<file path="src/rtl/irq_sel_pkg.sv">
package irq_sel_pkg;
  typedef enum logic [1:0] {
    SRC_NONE = 2'd0,
    SRC_SOFT = 2'd1,
    SRC_DEV  = 2'd2
  } irq_src_e;
endpackage

</file>
<file path="src/rtl/irq_level_cand.sv">
module irq_level_cand #(
  parameter int LEVELS = 8,
  parameter int PRI_W  = 3,
  parameter int PIRQ_W = 16
) (
  input  logic [PIRQ_W-1:0] pirq_i,
  input  logic [LEVELS-1:0] dev_req_i,
  input  logic [PRI_W-1:0]  cpu_pri_i,
  output logic [LEVELS-1:0] soft_pend_o,
  output logic [LEVELS-1:0] dev_pend_o,
  output logic [LEVELS-1:0] any_pend_o
);
  localparam int SOFT_BASE = PIRQ_W - LEVELS;

  assign soft_pend_o[0] = 1'b0;
  assign dev_pend_o[0]  = 1'b0;
  assign any_pend_o[0]  = 1'b0;

  for (genvar l = 1; l < LEVELS; l++) begin : g_lvl
    logic above;
    assign above          = (PRI_W'(l) > cpu_pri_i);
    assign soft_pend_o[l] = above & pirq_i[SOFT_BASE + l];
    assign dev_pend_o[l]  = above & dev_req_i[l];
    assign any_pend_o[l]  = soft_pend_o[l] | dev_pend_o[l];
  end
endmodule

</file>
<file path="src/rtl/irq_prio_pick.sv">
module irq_prio_pick #(
  parameter int LEVELS = 8,
  parameter int LVL_W  = 3
) (
  input  logic [LEVELS-1:0] any_pend_i,
  output logic              found_o,
  output logic [LVL_W-1:0]  lvl_o
);
  always_comb begin
    found_o = 1'b0;
    lvl_o   = '0;
    for (int l = 1; l < LEVELS; l++) begin
      if (any_pend_i[l]) begin
        found_o = 1'b1;
        lvl_o   = LVL_W'(l);
      end
    end
  end
endmodule

</file>
<file path="src/rtl/irq_vec_mux.sv">
module irq_vec_mux
  import irq_sel_pkg::*;
#(
  parameter int LEVELS = 8,
  parameter int LVL_W  = 3,
  parameter int VEC_W  = 9,
  parameter logic [VEC_W-1:0] SOFT_VEC = 9'h0A0
) (
  input  logic                    found_i,
  input  logic [LVL_W-1:0]        lvl_i,
  input  logic [LEVELS-1:0]       soft_pend_i,
  input  logic [LEVELS*VEC_W-1:0] dev_vec_i,
  output irq_src_e                src_o,
  output logic [VEC_W-1:0]        vec_o,
  output logic [LEVELS-1:0]       ack_o
);
  logic [VEC_W-1:0] dev_sel;
  assign dev_sel = dev_vec_i[lvl_i*VEC_W +: VEC_W];

  always_comb begin
    src_o = SRC_NONE;
    vec_o = '0;
    ack_o = '0;
    if (found_i) begin
      if (soft_pend_i[lvl_i]) begin
        src_o = SRC_SOFT;
        vec_o = SOFT_VEC;
      end else begin
        src_o = SRC_DEV;
        vec_o = dev_sel;
        ack_o[lvl_i] = 1'b1;
      end
    end
  end
endmodule

</file>
<file path="src/rtl/irq_priority_sel.sv">
module irq_priority_sel
  import irq_sel_pkg::*;
#(
  parameter int LEVELS = 8,
  parameter int PRI_W  = 3,
  parameter int PIRQ_W = 16,
  parameter int VEC_W  = 9,
  parameter logic [VEC_W-1:0] SOFT_VEC = 9'h0A0
) (
  input  logic                    clk,
  input  logic                    rst,
  input  logic                    eval_i,
  input  logic [PIRQ_W-1:0]       pirq_i,
  input  logic [LEVELS-1:0]       dev_req_i,
  input  logic [LEVELS*VEC_W-1:0] dev_vec_i,
  input  logic [PRI_W-1:0]        cpu_pri_i,
  input  logic                    cpu_wait_i,
  output logic                    take_o,
  output logic [VEC_W-1:0]        vec_o,
  output logic [LEVELS-1:0]       ack_o,
  output logic                    wake_o
);
  localparam int LVL_W = $clog2(LEVELS);

  logic [LEVELS-1:0] soft_pend, dev_pend, any_pend;
  logic              found;
  logic [LVL_W-1:0]  lvl;
  irq_src_e          src;
  logic [VEC_W-1:0]  vec_c;
  logic [LEVELS-1:0] ack_c;

  irq_level_cand #(.LEVELS(LEVELS), .PRI_W(PRI_W), .PIRQ_W(PIRQ_W)) u_cand (
    .pirq_i(pirq_i), .dev_req_i(dev_req_i), .cpu_pri_i(cpu_pri_i),
    .soft_pend_o(soft_pend), .dev_pend_o(dev_pend), .any_pend_o(any_pend)
  );

  irq_prio_pick #(.LEVELS(LEVELS), .LVL_W(LVL_W)) u_pick (
    .any_pend_i(any_pend), .found_o(found), .lvl_o(lvl)
  );

  irq_vec_mux #(.LEVELS(LEVELS), .LVL_W(LVL_W), .VEC_W(VEC_W), .SOFT_VEC(SOFT_VEC)) u_mux (
    .found_i(found), .lvl_i(lvl), .soft_pend_i(soft_pend), .dev_vec_i(dev_vec_i),
    .src_o(src), .vec_o(vec_c), .ack_o(ack_c)
  );

  always_ff @(posedge clk) begin
    if (rst) begin
      take_o <= 1'b0;
      vec_o  <= '0;
      ack_o  <= '0;
      wake_o <= 1'b0;
    end else begin
      take_o <= eval_i & (src != SRC_NONE);
      ack_o  <= eval_i ? ack_c : '0;
      wake_o <= eval_i & (src != SRC_NONE) & cpu_wait_i;
      if (eval_i && src != SRC_NONE) vec_o <= vec_c;
    end
  end

  // checker-side decode of the acknowledged level
  logic [LVL_W-1:0] ack_lvl;
  always_comb begin
    ack_lvl = '0;
    for (int l = 0; l < LEVELS; l++) if (ack_o[l]) ack_lvl = LVL_W'(l);
  end


  ack_onehot_chk: assert property (@(posedge clk) disable iff (rst)
    $onehot0(ack_o));

  ack_needs_take_chk: assert property (@(posedge clk) disable iff (rst)
    (ack_o != '0) |-> take_o);

  take_after_strobe_chk: assert property (@(posedge clk) disable iff (rst)
    !eval_i |=> (!take_o && ack_o == '0 && !wake_o));

  ack_above_pri_chk: assert property (@(posedge clk) disable iff (rst)
    eval_i |=> ((ack_o == '0) || (PRI_W'(ack_lvl) > $past(cpu_pri_i))));

  soft_vec_chk: assert property (@(posedge clk) disable iff (rst)
    (take_o && ack_o == '0) |-> (vec_o == SOFT_VEC));

  wake_needs_take_chk: assert property (@(posedge clk) disable iff (rst)
    wake_o |-> take_o);
endmodule

</file>
<file path="config.mk">
export PLATFORM = sky130hd
export DESIGN_NAME = irq_priority_sel
export DESIGN_NICKNAME = d
export VERILOG_FILES = /design/src/rtl/irq_sel_pkg.sv /design/src/rtl/irq_level_cand.sv /design/src/rtl/irq_prio_pick.sv /design/src/rtl/irq_vec_mux.sv /design/src/rtl/irq_priority_sel.sv
export SDC_FILE = /design/constraint.sdc
export NUM_CORES = 1
export LEC_CHECK = 0
export BUFFER_PORTS_ARGS = -buffer_cell sky130_fd_sc_hd__buf_2
export CORE_ASPECT_RATIO = 1.5
export CORE_UTILIZATION = 42
export DETAILED_ROUTE_END_ITERATION = 7
export PLACE_DENSITY = 0.92
export SLEW_MARGIN = 40
export SYNTH_ARGS = -nofsm -noshare
export SYNTH_HDL_FRONTEND = slang
export SYNTH_SLANG_ARGS = --single-unit
</file>
<file path="constraint.sdc">
create_clock -name clk -period 3.9 [get_ports clk]
set_input_delay 0.585 -clock clk [delete_from_list [all_inputs] [get_ports clk]]
set_output_delay 0.585 -clock clk [all_outputs]
set_load 0.005 [all_outputs]
</file>
**Word level (Yosys, flattened, before mapping)**

Cells that the tools add are included.

- $lt $le $gt $ge: 9
- Reductions and logical operators: 4
- Mux-type cells: 22
- $mul: 1
- Shifts and indexed selects: 1
- Bitwise operators: 25

Operators by type and width:

| operator | number |
|---|---|
| variable part select 72 x 8 -> 9 bit | 1 |
| 2-to-1 mux 9 bit | 2 |
| AND 1 bit | 16 |
| > comparator 3 bit (first input constant) | 4 |
| 2-to-1 mux 3 bit | 4 |
| 2-to-1 mux 1 bit | 10 |
| 2-to-1 mux 2 bit | 4 |
| multiplier 3 x 4 -> 7 bit (second input constant) | 1 |
| OR 1 bit | 7 |
| > comparator 2 x 3 -> 1 bit (first input constant) | 2 |
| less-than comparator 3 x 4 -> 1 bit (second input constant) | 1 |
| OR reduction 4 bit | 1 |
| binary-select mux 1 bit (select 3 bit) | 1 |
| demux 1 bit (select 3 bit) | 1 |
| >= comparator 3 x 1 -> 1 bit (second input constant) | 1 |
| > comparator 1 x 3 -> 1 bit (first input constant) | 1 |
| logical AND 1 bit | 2 |
| NOT 1 bit | 2 |
| nonzero test 2 bit | 1 |

- Register bits after elaboration: 19
- Output and inout port bits: 19
- Input bits: 103
- Word-level logic and storage cells: 66

**Logic depth before layout (Yosys ltp)**

- Depth in word-level cells: 17
- Mapped depth: 9
- Depth with buffers taken out: 7

**Cells and area by module**

A second synthesis with hierarchy kept.

- Cells, all modules: 211
- Area total of the unflattened synthesis: 1,831.8 um2

By module, submodules not included:

| module | times used | seq. area each (um2) | cells each | area an instance (um2) |
|---|---|---|---|---|
| irq_vec_mux | 1 | 0.0 | 104 | 854.6 |
| irq_priority_sel | 1 | 380.4 | 62 | 699.4 |
| irq_level_cand | 1 | 0.0 | 34 | 222.7 |
| irq_prio_pick | 1 | 0.0 | 11 | 55.1 |

**Worst setup path before layout**

Ideal clock, no wire load.

- Kind: in2reg
- From: input port cpu_pri_i[1]
- To: register vec_o[5]
- Slack: 1.598 ns
- Cell stages on the path: 8
- Data required time: 3.771 ns
- Arrival time: 2.174 ns
- Setup time: 0.129 ns
- Buffers on the path: 1
- Path through: buf_6 o21bai_1 a21oi_2 a21oi_2 nor2_4 mux2_1 a221oi_1 a211oi_1

- Word-level cells in the longest chain between the ends: 16
- Elaborated cells on any way between the ends: 52
- Classes of those cells: mul: 1; order compare: 7; shift: 1; mux: 20; bitwise: 21; reduce/logical: 2

Ends and longest elaborated chain:

| element | line | text |
|---|---|---|
| start, declared | irq_priority_sel.sv:16 | `input logic [PRI_W-1:0] cpu_pri_i,` |
| branches (longest 16 deep; another with multiplier 3 x 4 -> 7 bit) | n/a |  |
| end signal, assigned | irq_priority_sel.sv:56 | `if (eval_i && src != SRC_NONE) vec_o <= vec_c;` |
| end, declared | irq_priority_sel.sv:19 | `output logic [VEC_W-1:0] vec_o,` |

Parallel ways; which one is timed is not known. The select of a mux whose other input is x is not followed.
A chain may end at the register's enable or synchronous reset.

**Final worst setup path**

- From: input port pirq_i[10]
- To: register vec_o[1]

- Word-level cells in the longest chain between the ends: 14
- Elaborated cells on any way between the ends: 24
- Classes of those cells: mul: 1; shift: 1; mux: 18; bitwise: 2; reduce/logical: 2

Ends and longest elaborated chain:

| element | line | text |
|---|---|---|
| start, declared | irq_priority_sel.sv:13 | `input logic [PIRQ_W-1:0] pirq_i,` |
| AND 1 bit * | irq_level_cand.sv:22 | `assign soft_pend_o[l] = above & pirq_i[SOFT_BASE + l];` |
| branches (longest 13 deep; another with multiplier 3 x 4 -> 7 bit) | n/a |  |

Mark *: on every way between the ends. The select of a mux whose other input is x is not followed.

==> run metrics <==
Syn-to-layout area delta 40.5%; total instance count after detailed placement 318; Synth cell types 49; number of placed I/O pins 122; TritonCTS clock tree built; wire length per cell 14.2 µm; number of hold-slack violations in the final timing report 0; non-filler cells in the finished layout 322; wire length the detailed router placed on met1 1.76 mm; classification of the worst-slack hold path register to register; multi-input combinational cell area 0.00102 mm²; initial antenna violation count 0; sequential cell area in the final layout 380 µm²; IO buf count 107; layout cell share with drive strength beyond 1 0.475; number of global-route vias before repair 1584; gate count of the mapped netlist 178; count of standard-cell rows 25; cts bufs inserted 3; pin slew with the least headroom to its limit 0.697 ns; clock latency at the later pin of the worst-skew pair 0.25 ns; uppermost signal routing layer after detailed routing met4; number of sinks on the clock net 19; relative slew slack 0.532; largest net degree at the start of global routing 18; post-layout min period 2.47 ns; Post-Syn Area 0.00145 mm²; setup repair after global routing missed its margin no; Critical Setup Path Class input pin to register; power density cells 246 mW/mm²; residual DRC count 0; area enclosed by the die boundary 0.00370 mm²; DP HPWL 3.79 mm; maximum buffer depth of the clock tree 2; Crit. End Element register; result of the run finished clean; Crit path required time 4.06 ns; number of DRC markers after the initial detailed-route iteration 58; total routed wirelength 4.58 mm; count of pins over their slew limit 0; first-pass GRT wire length 7.05 mm; post-route fraction of the period consumed by the critical path 0.633; Most used DFF post-synth dfxtp_1; critical path arrival 2.63 ns; Horiz. Die Dim 50.0 µm; post-synthesis net count 281; initial core utilization 0.451; clk_skew 0 ns; total setup buffers inserted after CTS 0; async set or reset register ratio after synthesis 0; largest fanout on the critical path 14; Critical Path Start Type input pin; maximum clock frequency 0.405 GHz; Avg Synthesized Cell Area 8.16 µm²; total negative slack 0 ns; number of gates given a new drive strength after cts 0; number of enable-type register cells in the synthesized netlist 0; length of routed met2 wiring 2.51 mm; total global routing track utilization 0.247; CTS clock-pin slew for the worst setup and hold paths 0.07 ns; Core Footprint 0.00322 mm²; number of vias in the routed layout 1735; total number of yosys warnings 0; portion of the post-synthesis area used by sequential elements 0.262; average via count per standard cell 5.39; post-route ant nets 0; total length of routed met3 wires 201 µm; final setup vio count 0; ANT cells 0; total iterations of the first detailed-routing run 4; Max-Cap Viols 0; CTS hold repair buffers 0; count of state elements after synthesis 19; maximum vdd drop 0.000168 V; maximum level of the CTS H-tree 1; sum of overflow across all layers after global routing 0; root cell of the clock tree clkbuf_8; total of fill cells in the finished design 309; final net count 386; routability congestion estimate from global placement 0.901; leading cell type in the layout, fill and taps excluded buf_2; leakage power of the design 0.971 nW; most frequent cells in the layout buf_2 (107), nor2_1 (25), dfxtp_1 (19); Die Span Y 74.0 µm
[cell type report]
class	instances	area share
sequential	19	0.186
clock buffer	3	0.0202
multi-input combinational	149	0.498
clock inverter	1	0.00245
tap	40	0.0245
inverter	3	0.00552
timing repair buffer	107	0.262
[where the power goes]
part / leakage [nW] / internal, W / switching, W
logic: 0.791 / 0.0000789 / 0.0000854
registers: 0.155 / 0.000202 / 0.00000346
clock network: 0.0255 / 0.0000709 / 0.0000616
[worst paths after layout]
kind                                 start  endpoint  slack [ns]  cells after the start
worst min-delay path              vec_o[4]  vec_o[4]        0.44                      2
worst min register to register    vec_o[4]  vec_o[4]        0.44                      2
worst max-delay path            pirq_i[10]  vec_o[1]        1.43                      8
worst max register to register    vec_o[7]  vec_o[7]        3.21                      2
[critical path, stage by stage]
cell,delay (ns)
buf_2,0.10
nor2_1,0.34
nand3b_2,0.27
a21oi_2,0.30
nor3_1,0.09
o21a_1,0.22
nand4b_4,0.32
o41ai_2,0.40
[through the flow]
stage | setup slack, ns | total power, W | hold slack [ns] | instance area [µm²] | utilization
final | 1.43 | 0.000503 | 0.442 | 2040 | 0.633
after global routing | 1.30 | 0.000528 | 0.469 | 2040 | 0.633
after CTS | 1.44 | 0.000501 | 0.446 | 2040 | 0.633
after detailed placement | 1.20 | 0.000373 | 0.434 | 1990 | 0.619
after global placement | 1.24 | 0.000369 | 0.432 | 1990 | 0.619
after floorplan | 1.60 | 0.000303 | 0.442 | 1450 | -
[layer usage]
layer  up-vias  global-route usage
met3        11              0.0266
met4         0               0.124
met1       786               0.268
li1        880                   -
met2        58               0.465
met5         -                   0
[registers in the layout (all words and copies together) (netlist names)]
| register | cells |
|---|---|
| vec_o | 9 |
| ack_o | 8 |
| take_o | 1 |
| wake_o | 1 |
[synthesized netlist by cell type (3+ instances only)]
library cell / count / area share
nor3_1: 8 / 0.028
nor2b_1: 4 / 0.017
nand2_1: 18 / 0.047
o21ai_1: 8 / 0.028
o21ai_2: 3 / 0.018
dfxtp_1: 19 / 0.26
o21ai_0: 11 / 0.038
or3_1: 3 / 0.013
mux2i_1: 6 / 0.041
o22ai_1: 5 / 0.022
nor2_1: 25 / 0.065
o41ai_2: 4 / 0.045
o221ai_1: 6 / 0.036
inv_1: 3 / 0.0078
o21a_1: 3 / 0.016
a221o_1: 3 / 0.021
a21oi_1: 3 / 0.010
[cell families (layout without fill, tap and decap cells)]
group                  count (synthesis)  in the layout  synth area share
AO/OA/AOI/OAI                         62             62             0.328
buffers and inverters                 10            114            0.0379
flip-flops                            19             19             0.262
multiplexers                          10             10            0.0724
other                                  1              1           0.00258
AND/OR/NAND/NOR                       76             76             0.297
Power figures use the tool's default switching activity.
